**config.mk**
```make
export PLATFORM = sky130hd
export DESIGN_NAME = cube_rotate_engine
export DESIGN_NICKNAME = d
export VERILOG_FILES = /design/src/rtl/cube_rot_pkg.sv /design/src/rtl/cube_walk.sv /design/src/rtl/cube_wr_stage.sv /design/src/rtl/cube_rotate_engine.sv
export SDC_FILE = /design/constraint.sdc
export NUM_CORES = 1
export LEC_CHECK = 0
export BUFFER_PORTS_ARGS = -buffer_cell sky130_fd_sc_hd__buf_4
export CAP_MARGIN = 0
export CORE_ASPECT_RATIO = 1.1
export CORE_MARGIN = 5
export CORE_UTILIZATION = 52
export DETAILED_ROUTE_END_ITERATION = 7
export GPL_TIMING_DRIVEN = 0
export PLACE_DENSITY = 0.82
export SLEW_MARGIN = 10
export SYNTH_ARGS = -nofsm -noshare
export SYNTH_HDL_FRONTEND = slang
export SYNTH_SLANG_ARGS = --single-unit
```
**constraint.sdc**
```tcl
create_clock -name clk -period 7.65 [get_ports clk]
set_input_delay 1.1475 -clock clk [delete_from_list [all_inputs] [get_ports clk]]
set_output_delay 1.1475 -clock clk [all_outputs]
set_load 0.005 [all_outputs]
```
**src/rtl/cube_rot_pkg.sv**
```systemverilog
package cube_rot_pkg;

   // Axis order produced in the destination region
   typedef enum logic {
      ROT_FWD = 1'b0,   // (D0,D1,D2) -> (D1,D2,D0)
      ROT_BWD = 1'b1    // (D0,D1,D2) -> (D2,D0,D1)
   } rot_mode_e;

   localparam int unsigned CUBE_AXES = 3;

endpackage

```
**src/rtl/cube_walk.sv**
```systemverilog
// Nested index counters walking the destination order; emits the source offset.
module cube_walk
   import cube_rot_pkg::*;
#(
   parameter int unsigned D0 = 12,
   parameter int unsigned D1 = 512,
   parameter int unsigned D2 = 32,
   parameter int unsigned IW = 9,
   parameter int unsigned OW = 18
) (
   input  logic          clk,
   input  logic          rst_n,
   input  logic          clear,
   input  logic          step,
   input  rot_mode_e     mode,
   output logic [OW-1:0] src_off,
   output logic          last
);

   localparam logic [IW-1:0] M0    = IW'(D0 - 1);
   localparam logic [IW-1:0] M1    = IW'(D1 - 1);
   localparam logic [IW-1:0] M2    = IW'(D2 - 1);
   localparam logic [OW-1:0] STR_I = OW'(D1 * D2);
   localparam logic [OW-1:0] STR_J = OW'(D2);

   logic [CUBE_AXES-1:0][IW-1:0] lim_m1;
   logic [CUBE_AXES-1:0][IW-1:0] cnt;
   logic [CUBE_AXES-1:0]         at_max;
   logic [CUBE_AXES-1:0]         carry;
   logic [IW-1:0]                ii, jj, kk;

   // level 0 is innermost (fastest) in destination order
   always_comb begin
      if (mode == ROT_FWD) begin
         lim_m1[0] = M0;
         lim_m1[1] = M2;
         lim_m1[2] = M1;
      end else begin
         lim_m1[0] = M1;
         lim_m1[1] = M0;
         lim_m1[2] = M2;
      end
   end

   assign carry[0] = step;

   for (genvar l = 0; l < CUBE_AXES; l++) begin : g_lvl
      logic [IW-1:0] val_q;

      assign at_max[l] = (val_q == lim_m1[l]);
      assign cnt[l]    = val_q;

      if (l < CUBE_AXES - 1) begin : g_carry
         assign carry[l+1] = carry[l] & at_max[l];
      end

      always_ff @(posedge clk) begin
         if (!rst_n || clear) begin
            val_q <= '0;
         end else if (carry[l]) begin
            val_q <= at_max[l] ? '0 : val_q + 1'b1;
         end
      end
   end

   assign last = &at_max;

   always_comb begin
      if (mode == ROT_FWD) begin
         ii = cnt[0];
         kk = cnt[1];
         jj = cnt[2];
      end else begin
         jj = cnt[0];
         ii = cnt[1];
         kk = cnt[2];
      end
   end

   assign src_off = OW'(ii) * STR_I + OW'(jj) * STR_J + OW'(kk);

   // indices never leave their axis range while stepping
   p_idx_bound_r3: assert property (@(posedge clk) disable iff (!rst_n)
      step |-> (ii <= M0 && jj <= M1 && kk <= M2));

   // offset always inside the source cube
   p_off_bound_r4: assert property (@(posedge clk) disable iff (!rst_n)
      step |-> (32'(src_off) < D0 * D1 * D2));

endmodule

```
**src/rtl/cube_wr_stage.sv**
```systemverilog
// Write side: pairs returned read data with the next sequential destination slot.
module cube_wr_stage #(
   parameter int unsigned AW = 32,
   parameter int unsigned OW = 18,
   parameter int unsigned DW = 64
) (
   input  logic          clk,
   input  logic          rst_n,
   input  logic          clear,
   input  logic          mem_ready,
   input  logic          rd_fire,
   input  logic          rd_last,
   input  logic [AW-1:0] dst_base,
   input  logic [DW-1:0] rd_data,
   output logic          wr_en,
   output logic [AW-1:0] wr_addr,
   output logic [DW-1:0] wr_data,
   output logic          fin
);

   logic          pend_q;
   logic          pend_last_q;
   logic [OW-1:0] dst_cnt_q;

   always_ff @(posedge clk) begin
      if (!rst_n || clear) begin
         pend_q      <= 1'b0;
         pend_last_q <= 1'b0;
         dst_cnt_q   <= '0;
      end else if (mem_ready) begin
         pend_q      <= rd_fire;
         pend_last_q <= rd_fire & rd_last;
         if (pend_q) begin
            dst_cnt_q <= dst_cnt_q + 1'b1;
         end
      end
   end

   assign wr_en   = pend_q & mem_ready;
   assign wr_addr = dst_base + AW'(dst_cnt_q);
   assign wr_data = rd_data;
   assign fin     = wr_en & pend_last_q;

   // checker state: previous accepted write address
   logic [AW-1:0] prev_q;
   logic          have_prev_q;

   always_ff @(posedge clk) begin
      if (!rst_n || clear) begin
         prev_q      <= '0;
         have_prev_q <= 1'b0;
      end else if (wr_en) begin
         prev_q      <= wr_addr;
         have_prev_q <= 1'b1;
      end
   end

   p_dst_seq_r5: assert property (@(posedge clk) disable iff (!rst_n)
      (wr_en && have_prev_q) |-> (wr_addr == prev_q + 1'b1));

   p_wr_needs_ready_r7: assert property (@(posedge clk) disable iff (!rst_n)
      (!mem_ready && pend_q) |=> pend_q);

endmodule

```
**src/rtl/cube_rotate_engine.sv**
```systemverilog
module cube_rotate_engine
   import cube_rot_pkg::*;
#(
   parameter int unsigned DIM0 = 12,
   parameter int unsigned DIM1 = 512,
   parameter int unsigned DIM2 = 32,
   parameter int unsigned AW   = 32,
   parameter int unsigned DW   = 64
) (
   input  logic          clk,
   input  logic          rst_n,
   input  logic          start,
   input  logic          mode,
   input  logic [AW-1:0] src_base,
   input  logic [AW-1:0] dst_base,
   output logic          busy,
   output logic          done,
   input  logic          mem_ready,
   output logic          rd_en,
   output logic [AW-1:0] rd_addr,
   input  logic [DW-1:0] rd_data,
   output logic          wr_en,
   output logic [AW-1:0] wr_addr,
   output logic [DW-1:0] wr_data
);

   localparam int unsigned N     = DIM0 * DIM1 * DIM2;
   localparam int unsigned OW    = (N > 1) ? $clog2(N) : 1;
   localparam int unsigned MAX01 = (DIM0 > DIM1) ? DIM0 : DIM1;
   localparam int unsigned MAXD  = (MAX01 > DIM2) ? MAX01 : DIM2;
   localparam int unsigned IW    = (MAXD > 1) ? $clog2(MAXD) : 1;

   // elaboration-time parameter checks
   if (DIM0 < 2 || DIM1 < 2 || DIM2 < 2) begin : g_bad_dim
      $error("cube_rotate_engine: every axis needs at least two entries");
   end
   if (AW < OW) begin : g_bad_aw
      $error("cube_rotate_engine: address width too small for the cube");
   end
   if (DW % 2 != 0) begin : g_bad_dw
      $error("cube_rotate_engine: word must split into real and imaginary halves");
   end

   logic          busy_q, done_q, rd_done_q;
   rot_mode_e     mode_q;
   logic [AW-1:0] src_base_q, dst_base_q;
   logic          start_ok, rd_fire, walk_last, fin;
   logic [OW-1:0] src_off;

   assign start_ok = start & ~busy_q;
   assign rd_fire  = busy_q & ~rd_done_q & mem_ready;

   always_ff @(posedge clk) begin
      if (!rst_n) begin
         busy_q     <= 1'b0;
         done_q     <= 1'b0;
         rd_done_q  <= 1'b0;
         mode_q     <= ROT_FWD;
         src_base_q <= '0;
         dst_base_q <= '0;
      end else begin
         done_q <= fin;
         if (start_ok) begin
            busy_q     <= 1'b1;
            rd_done_q  <= 1'b0;
            mode_q     <= rot_mode_e'(mode);
            src_base_q <= src_base;
            dst_base_q <= dst_base;
         end else begin
            if (rd_fire && walk_last) begin
               rd_done_q <= 1'b1;
            end
            if (fin) begin
               busy_q <= 1'b0;
            end
         end
      end
   end

   cube_walk #(
      .D0 (DIM0), .D1 (DIM1), .D2 (DIM2), .IW (IW), .OW (OW)
   ) u_walk (
      .clk     (clk),
      .rst_n   (rst_n),
      .clear   (start_ok),
      .step    (rd_fire),
      .mode    (mode_q),
      .src_off (src_off),
      .last    (walk_last)
   );

   cube_wr_stage #(
      .AW (AW), .OW (OW), .DW (DW)
   ) u_wr (
      .clk       (clk),
      .rst_n     (rst_n),
      .clear     (start_ok),
      .mem_ready (mem_ready),
      .rd_fire   (rd_fire),
      .rd_last   (walk_last),
      .dst_base  (dst_base_q),
      .rd_data   (rd_data),
      .wr_en     (wr_en),
      .wr_addr   (wr_addr),
      .wr_data   (wr_data),
      .fin       (fin)
   );

   assign busy    = busy_q;
   assign done    = done_q;
   assign rd_en   = rd_fire;
   assign rd_addr = src_base_q + AW'(src_off);

   p_idle_quiet_r1: assert property (@(posedge clk) disable iff (!rst_n)
      !busy_q |-> (!rd_en && !wr_en));

   p_start_r2: assert property (@(posedge clk) disable iff (!rst_n)
      (start && !busy_q) |=> (busy_q && rd_addr == $past(src_base)));

   p_stall_freeze_r7: assert property (@(posedge clk) disable iff (!rst_n)
      (!mem_ready && busy_q) |=> $stable(rd_addr));

   p_done_pulse_r8: assert property (@(posedge clk) disable iff (!rst_n)
      done |=> !done);

   p_done_after_wr_r8: assert property (@(posedge clk) disable iff (!rst_n)
      done |-> ($past(wr_en) && !busy_q));

   p_mode_hold_r9: assert property (@(posedge clk) disable iff (!rst_n)
      (busy_q && $past(busy_q)) |-> ($stable(mode_q) && $stable(dst_base_q)));

endmodule

```
### After elaboration in Yosys (flattened, before gate mapping)

Index checks and enable logic that the tools add are counted.

* register bits: 115
* input port bits: 133
* output and inout bits: 132
* word-level logic and storage cells: 50

* $add $sub $neg: 8
* equal/unequal tests: 3
* muxes and demuxes: 9
* bitwise logic cells: 11
* reduce and logical (&&, ||, !) cells: 7

Operators with widths (count)
* 32-bit by 18-bit adder with 32-bit output: 2
* 9-bit 2-to-1 mux: 5
* 9-bit by 1-bit adder with 9-bit output (second input constant): 3
* 9-bit == test: 3
* 27-bit 2-to-1 mux: 1
* 18-bit by 1-bit adder with 18-bit output (second input constant): 1
* 18-bit by 14-bit adder with 18-bit output: 1
* 18-bit by 9-bit adder with 18-bit output: 1
* 1-bit AND: 8
* 4-bit 2-to-1 mux: 1
* 1-bit inverter: 3
* 3-bit AND reduction: 1
* 1-bit 2-to-1 mux: 2
* 2-bit AND reduction: 1
* 2-bit nonzero test: 1
* 2-bit OR reduction: 1
* 1-bit logical AND: 1
* 1-bit logical NOT: 1
* 1-bit logical OR: 1

### Logic depth before layout (Yosys ltp)

Gate-level depths: netlist of run 1.

* depth in word-level cells: 5
* depth in mapped cells: 22
* depth with buffers taken out: 18

### Modules after synthesis

From an unflattened synthesis of run 1, not the netlist that was laid out.

* cell total of the unflattened synthesis: 1025
* area total of the unflattened synthesis: 8216.6 um^2

By module, submodules not included
* cube_rotate_engine: instances 1, cells each 464, area each 3748.6 um^2, seq. area each 1361.3 um^2
* cube_wr_stage: instances 1, cells each 311, area each 2458.6 um^2, seq. area each 400.4 um^2
* cube_walk: instances 1, cells each 250, area each 2009.4 um^2, seq. area each 540.5 um^2

### Worst setup path after synthesis of run 1

OpenSTA, ideal clock, no wires.

* path type: register -> output
* start: register mode_q
* end: output port rd_addr[31]
* arrival: 4888 ps
* data required time: 6503 ps
* path slack: 1615 ps
* stages on the path, launching flop included: 23
* path buffers: 4
* path through: dfxtp_1 > clkbuf_1 > buf_1 > clkbuf_1 > mux2_2 > ha_1 > fa_1 > a21oi_1 > nor2_1 > nor2_1 > nor2_1 > nand2_1 > xor2_1 > mux2i_1 > ha_1 > clkbuf_1 > and4_1 > nand2_1 > nor4_1 > nor3_1 > nand2b_1 > nor4_1 > xor2_1

* word-level cells in the longest chain between the ends: 4
* elaborated cells between the ends (all ways): 6
* those cells by class: 3 x add/sub; 3 x mux

Ends and longest elaborated chain
* start: declaration: RTL line cube_rotate_engine.sv:45 `rot_mode_e mode_q;`
* start signal: assignment: RTL line cube_rotate_engine.sv:66 `mode_q <= rot_mode_e'(mode);`
* 9-bit 2-to-1 mux / 4-bit 2-to-1 mux (equally long branches): RTL line cube_walk.sv:69 `if (mode == ROT_FWD) begin`
* 18-bit by 14-bit adder with 18-bit output: RTL line cube_walk.sv:80 `assign src_off = OW'(ii) * STR_I + OW'(jj) * STR_J + OW'(kk);`
* 18-bit by 9-bit adder with 18-bit output (*): RTL line cube_walk.sv:80
* 32-bit by 18-bit adder with 32-bit output (*): RTL line cube_rotate_engine.sv:112 `assign rd_addr = src_base_q + AW'(src_off);`
* end: declaration: RTL line cube_rotate_engine.sv:20 `output logic [AW-1:0] rd_addr,`

Mark *: on every way between the ends. The rest lies on a longest branch, timed or not.

### Final worst setup path of run 1

Same ends and word-level chain as after synthesis.

==> flow_metrics.py, run 1 <==
metrics = {
    "power": {
        "p_leak_nw": 4.729,
        "switching_share_pct": 24.44,
        "ir_drop_uv": 121.8,
        "p_int_mw": 1.293,
        "clkPwrFrac_pct": 49.5,
        "pwr-share-seq_pct": 37.3,
        "power.density_nw_per_um2": 167.8,
        "combPwrFrac_pct": 13.1,
        "p_sw_mw": 0.4181,
    },
    "timing": {
        "rsz0062_at_grt": "no",
        "timing.final.crit_share_pct": 90.63,
        "finalSetupViolCount": 0,
        "clock_skew_ps": 6.288,
        "period_needed_ps": 6934,
        "tightest_slew_ps": 775.2,
        "setup_tns_ps": 0,
        "hold_viol": 0,
        "relSlewSlack_pct": 48.32,
        "slew_violations": 0,
        "fmax_ghz": 0.1442,
    },
    "setup_path": {
        "crit_start": "mode_q$_SDFFE_PN0P_",
        "path_class": "flop to primary output",
        "cp.depth": 22,
        "endpoint_kind": "primary output",
        "r2r_slack_ps": 5070,
        "start_kind": "flop",
        "path_common_cell": "nor2_1",
        "critPathMaxFanout": 11,
        "worstPathRequired_ps": 6500,
        "critical_path_buf_inv_count": 4,
        "cp_slowest_cell": "dfxtp_2",
        "crit-reg2reg-launch": "u_walk.g_lvl[0].val_q[4]$_SDFFE_PP0P_",
        "r2r_end": "u_walk.g_lvl[2].val_q[5]$_SDFFE_PP0P_",
        "crit_arrival_ps": 5790,
        "critical-path-top-delay-family": "simple AND/OR/NAND/NOR gates",
        "rr_worst_depth": 8,
        "crit_chain": "clkbuf_2, clkbuf_2, mux2_2, ha_1, fa_1, a21oi_1, nor2_1, nor2_1, nor2_1, nand2_1, xor2_1, mux2i_1, ha_1, clkbuf_1, and4_1, nand2_1, nor4_1, nor3_1, nand2b_1, nor4_2, xor2_1, buf_4",
        "max_stage_delay_ps": 460,
    },
    "floorplanning": {
        "start_util_pct": 52.49,
        "die_height_um": 138.5,
        "rows": 47,
        "ios": 265,
        "die_w_um": 126.8,
        "core_area_um2": 14880,
        "die-area_um2": 17570,
    },
    "cts": {
        "cts.sinks": 115,
        "ctsHtreeMaxLevel": 4,
        "cts_tree": "done",
        "post_cts_buffers": 0,
        "cts_buffers": 17,
        "clock_latency_ps": 410,
        "cts_max_path_buffers": 2,
        "clk_pin_slew_ps": 50,
        "clockRootBuffer": "clkbuf_16",
        "hold_buffers": 0,
    },
    "drt": {
        "wirelength_mm": 21.73,
        "num_vias": 7818,
        "viasPerCell": 5.410,
        "drt_iter0_markers": 430,
        "dr.pass1.iters": 7,
        "drc": 0,
        "ant_nets": 0,
        "wire_per_inst_um": 15.04,
    },
    "synth": {
        "synth_top_family_by_area": "simple AND/OR/NAND/NOR gates",
        "synth_fa_ha_area_share_pct": 7.819,
        "synth-seq-cells": 115,
        "synth_compound_area_share_pct": 15.54,
        "syn_area_per_cell_um2": 7.671,
        "yosys.cell_count.top_type": "nand2_1",
        "async_reset_ff_share_pct": 0,
        "synth_top_area_share_pct": 29.48,
        "yosysUniqueCellTypes": 58,
        "synth_area_leaders": "dfxtp_1, nand2_1, a21oi_1, ha_1, buf_4",
        "ys_top_cells_by_count": "nand2_1, a21oi_1, dfxtp_1, nor2_1, buf_4",
        "syn-cell-area_um2": 7809,
        "synthXorXnorAreaFrac_pct": 11.10,
        "synthSimpleGateAreaFrac_pct": 23.39,
        "synthFlopType": "dfxtp_1",
        "post_synth_mux_area_share_pct": 3.141,
        "synth_nets": 1198,
        "yosysTopAreaCell": "dfxtp_1",
        "synth_edf_count": 0,
        "ys_warn_count": 0,
        "syn_inst": 1018,
        "synth_seq_area_share_pct": 29.48,
    },
    "global_route": {
        "grt.overflow.total": 0,
        "grtUsageMet3_pct": 5.015,
        "use_met2_pct": 42.73,
        "grt_max_degree": 17,
        "grt_usage_pct": 23.46,
        "grt_util_met1_pct": 26.67,
        "antenna_found_initial": 0,
        "top_usage_layer": "met2",
        "grt_pass1_vias": 7477,
        "grt_first_pass_wirelength_mm": 34.53,
    },
    "placed_design": {
        "dp_hpwl_mm": 16.62,
        "portBuffers": 200,
        "gp_congestion": 0.9523,
        "placed_area_um2": 9555,
    },
    "layout": {
        "nets": 1416,
        "fin_area_um2": 10190,
        "drive_gt1_share_pct": 25.94,
        "n_antenna_cell": 0,
        "fill_cells": 1232,
        "area_growth_pct": 30.56,
    },
    "outcome": {
        "status": "complete, no violations",
    },
    "hold_path": {
        "worstHoldStart": "src_base_q[30]$_SDFFE_PN0P_",
        "min_to": "src_base_q[30]$_SDFFE_PN0P_",
        "min_path_cells": 2,
        "hold_path_class": "flop to flop",
    },
    "flow_run": {
        "cap_violations": 0,
    },
}
-- logic make-up (layout without fill, tap and decap cells) --
kind of cell,after synthesis,count (layout)
xor+xnor,99,99
fa+ha+maj,47,47
buf+inv,132,363
mux,23,23
compound gates,205,205
simple gates,397,397
flops,115,115
-- worst max-delay path by stage --
stage | end | slack [ps]
floorplan | rd_addr[31] | 1610
global placement | rd_addr[31] | 580
detailed placement | rd_addr[31] | 500
CTS | rd_addr[31] | 3
global route | rd_addr[31] | 160
finish | rd_addr[31] | 720
-- metal layers --
layer  up-vias  part of all wire, %  routed length (um)
met3        44                  7.4                1602
met1      3597                   39                8425
li1       3868                    -                   -
met4         0                  2.6                 573
met2       309                   51               11130
met5         -                    0                   0
-- power by group through the flow --
stage | Sequential [mW] | Combinational (mW) | Clock (mW)
floorplan | 0.645 | 0.116 | 0
global placement | 0.649 | 0.222 | 0
detailed placement | 0.650 | 0.225 | 0
CTS | 0.637 | 0.227 | 0.856
global route | 0.641 | 0.246 | 0.879
finish | 0.639 | 0.225 | 0.848
-- cell usage in the layout (no fill, tap or decap), types with 7 or more instances in the layout --
cell type,count
a21oi_1,115
nor3_1,16
nand4_1,18
and4_1,7
a21o_1,19
nand2_1,190
nor2b_1,12
nor2_1,71
o21ai_0,25
mux2i_1,11
inv_1,30
and3_1,22
ha_1,44
xor2_1,54
clkbuf_1,31
clkbuf_16,17
nand3_1,22
dfxtp_1,114
mux2_2,12
or3_1,8
buf_4,264
xnor2_1,45
-- layout make-up --
cell class | instances | area [um^2] | share of cell area [%]
multi-input cells | 771 | 4770 | 46.78
well taps | 196 | 245.2 | 2.405
flip-flops and latches | 115 | 2303 | 22.59
inverters | 30 | 112.6 | 1.105
plain buffers | 101 | 629.4 | 6.173
repair buffers | 200 | 1501 | 14.73
clock buffers | 18 | 429.2 | 4.210
clock inverters | 14 | 203.9 | 2.000
-- timing repair --
item | 4_1_cts | 5_1_grt
hold endpoints to repair | 0 | 0
resized for setup | 0 | 5
setup endpoints to repair | 0 | 7
-- metrics by stage --
stage | cells | setup WS (ps) | power, mW | hold WS, ps | util, %
after floorplan | 1018 | 1615 | 0.7608 | 431.1 | -
after global placement | 1414 | 584.8 | 0.8710 | 441.3 | 64.23
after detailed placement | 1414 | 502.5 | 0.8749 | 449.1 | 64.23
after CTS | 1446 | 2.833 | 1.721 | 456.5 | 68.48
after global routing | 1445 | 158.6 | 1.766 | 472.6 | 68.52
final | 1445 | 716.4 | 1.711 | 454.3 | 68.52
-- sequential cells by signal, indices dropped and copies added, names as in the netlist --
signal	flops
dst_base_q	32
rd_done_q	1
u_wr.pend_q	1
done	1
busy	1
src_base_q	32
u_walk.g_lvl.val_q	27
u_wr.dst_cnt_q	18
mode_q	1
u_wr.pend_last_q	1
-- worst reg2reg max path, cell delays in order, from the launching register on --
cell and delay (ps):
dfxtp_1 300, buf_6 130, or4_1 520, o22a_1 230, nor3_2 280, nand4_2 250, or2_0 310, or3_1 350
a21oi_1 140
No activity file was read; power rests on OpenSTA's default activity.
==> inputs of run 2 (changes only) <==
Settings changed: CORE_ASPECT_RATIO 1.1 to not set, GPL_TIMING_DRIVEN 0 to not set.
==> run 2 against run 1 <==
Compared with the run above: routed wire length shrank 12%; core utilization is 6.3 points lower; register-to-register slack got worse by 450 ps; clock power is 1% higher; non-clock buffer count fell by 161; sequential share of layout area increased by 2.7 points; design area shrank 11%; worst hold slack improved by 5.8 ps; first-iteration DRC count fell by 3.0%; sequential power barely moved; maximum frequency rose by 8.6%; combinational power fell by 28%; critical path type unchanged; critical endpoint unchanged; largest power group unchanged; highest routed layer unchanged.
==> flow_metrics.py, run 2 (synthesis results as in run 1) <==
metrics = {
    "floorplanning": {
        "start_util_pct": 53.32,
        "core_area_um2": 14640,
        "rows": 44,
        "die_w_um": 132.5,
        "ios": 265,
        "die-area_um2": 17570,
        "die_height_um": 132.5,
    },
    "placed_design": {
        "pre_cts_slack_ps": 1778,
        "dp_hpwl_mm": 13.88,
        "portBuffers": 136,
        "gp_congestion": 0.8940,
    },
    "drt": {
        "num_vias": 7093,
        "drc": 0,
        "drt_iter0_markers": 417,
        "dr.pass1.iters": 5,
        "ant_nets": 0,
        "viasPerCell": 5.576,
        "wire_per_inst_um": 15.11,
        "wirelength_mm": 19.22,
    },
    "setup_path": {
        "crit_chain": "buf_4, mux2_2, ha_1, inv_1, o21ba_2, nor3_1, nand3_1, xor2_1, mux2i_1, ha_1, and4_1, nand2_1, nor4_1, nor3_1, nand2b_1, nor4_1, xor2_1, buf_4",
        "path_class": "flop to primary output",
        "worstPathRequired_ps": 6500,
        "start_kind": "flop",
        "cp_slowest_cell": "dfxtp_1",
        "max_stage_delay_ps": 610,
        "critPathMaxFanout": 27,
        "endpoint_kind": "primary output",
        "rr_worst_depth": 8,
        "crit_arrival_ps": 5240,
    },
    "cts": {
        "hold_buffers": 0,
        "cts_resized": 0,
        "clock_latency_ps": 410,
        "ctsHtreeMaxLevel": 4,
        "cts_buffers": 17,
        "clk_pin_slew_ps": 60,
        "cts_max_path_buffers": 2,
        "clockRootBuffer": "clkbuf_16",
        "cts.sinks": 115,
        "cts_tree": "done",
        "post_cts_buffers": 0,
    },
    "timing": {
        "fmax_ghz": 0.1566,
        "relSlewSlack_pct": 27.06,
        "rsz0062_at_grt": "no",
        "hold_viol": 0,
        "slew_violations": 0,
        "period_needed_ps": 6385,
        "setup_tns_ps": 0,
        "tightest_slew_ps": 1091,
        "timing.final.crit_share_pct": 83.46,
        "postLayoutSetupSlackWorst_ps": 1265,
        "finalSetupViolCount": 0,
        "clock_skew_ps": 8.585,
    },
    "hold_path": {
        "hold_path_class": "flop to flop",
        "min_path_cells": 2,
    },
    "layout": {
        "reg_top3": "dst_base_q: 32 flops, src_base_q: 32 flops, u_walk.g_lvl.val_q: 27 flops",
        "final_cell_mix": "nand2_1, buf_4, a21oi_1, dfxtp_1, nor2_1",
        "layout_commonest_cell": "nand2_1",
        "nets": 1255,
        "n_antenna_cell": 0,
        "multi_input_area_um2": 4773,
        "drive_gt1_share_pct": 18.29,
        "area_growth_pct": 16.71,
        "ff_latch_area_um2": 2302,
        "fill_cells": 1303,
        "final_util_pct": 62.24,
    },
    "outcome": {
        "status": "complete, no violations",
    },
    "power": {
        "p_int_mw": 1.272,
        "ir_drop_uv": 142.2,
        "p_leak_nw": 4.084,
        "p_sw_mw": 0.3894,
        "combPwrFrac_pct": 9.8,
        "pwr-share-seq_pct": 38.5,
        "power.density_nw_per_um2": 182.3,
        "switching_share_pct": 23.43,
        "clkPwrFrac_pct": 51.7,
    },
    "flow_run": {
        "cap_violations": 0,
    },
    "global_route": {
        "grt.overflow.total": 0,
        "grt_first_pass_wirelength_mm": 32.37,
        "grt_usage_pct": 21.76,
        "grt_max_degree": 68,
        "grt_pass1_vias": 6745,
        "antenna_found_initial": 0,
    },
}
run 2: cell type report:
class | count | area share, %
Inverter | 30 | 1.236
Sequential cell | 115 | 25.26
Clock inverter | 12 | 1.949
Multi-Input combinational cell | 771 | 52.38
Timing Repair Buffer | 140 | 11.53
Tap cell | 184 | 2.526
Clock buffer | 20 | 5.121
run 2: worst paths after layout:
path                            slack, ps                               endpoint                  startpoint
worst max-delay path                 1260                            rd_addr[31]         mode_q$_SDFFE_PN0P_
worst max register to register       4620  u_walk.g_lvl[2].val_q[5]$_SDFFE_PP0P_         mode_q$_SDFFE_PN0P_
worst min-delay path                  460             dst_base_q[9]$_SDFFE_PN0P_  dst_base_q[9]$_SDFFE_PN0P_
worst min register to register        460             dst_base_q[9]$_SDFFE_PN0P_  dst_base_q[9]$_SDFFE_PN0P_
run 2: stage by stage:
stage               hold slack (ps)  power [mW]  instance area [um^2]  instances
floorplan                     431.1      0.7608                  7809       1018
global placement              441.2      0.8119                  8469       1240
detailed placement            455.4      0.8153                  8469       1240
CTS                           462.6       1.674                  9114       1272
global route                  480.7       1.725                  9114       1272
finish                        460.1       1.662                  9114       1272
run 2: power groups by stage:
stage	Clock, mW	Combinational (mW)	Sequential, mW
6_report	0.859	0.163	0.639
3_3_place_gp	0	0.161	0.651
4_1_cts	0.870	0.165	0.639
2_1_floorplan	0	0.116	0.645
5_1_grt	0.902	0.180	0.642
3_5_place_dp	0	0.164	0.652
run 2: critical path, delay by kind of cell, from the launching register on:
kind            cells  cell delay, ps
flops               1             610
simple gates        8            1850
mux                 2             470
fa+ha+maj           2             680
compound gates      1             240
buf+inv             3             600
xor+xnor            2             350
run 2: per-layer routing:
metal	vias up	global-route usage [%]	routed length [um]
met4	0	6.986	400
met1	3283	27.02	8483
met5	-	0	0
li1	3539	-	-
met2	229	35.99	8905
met3	42	6.872	1429
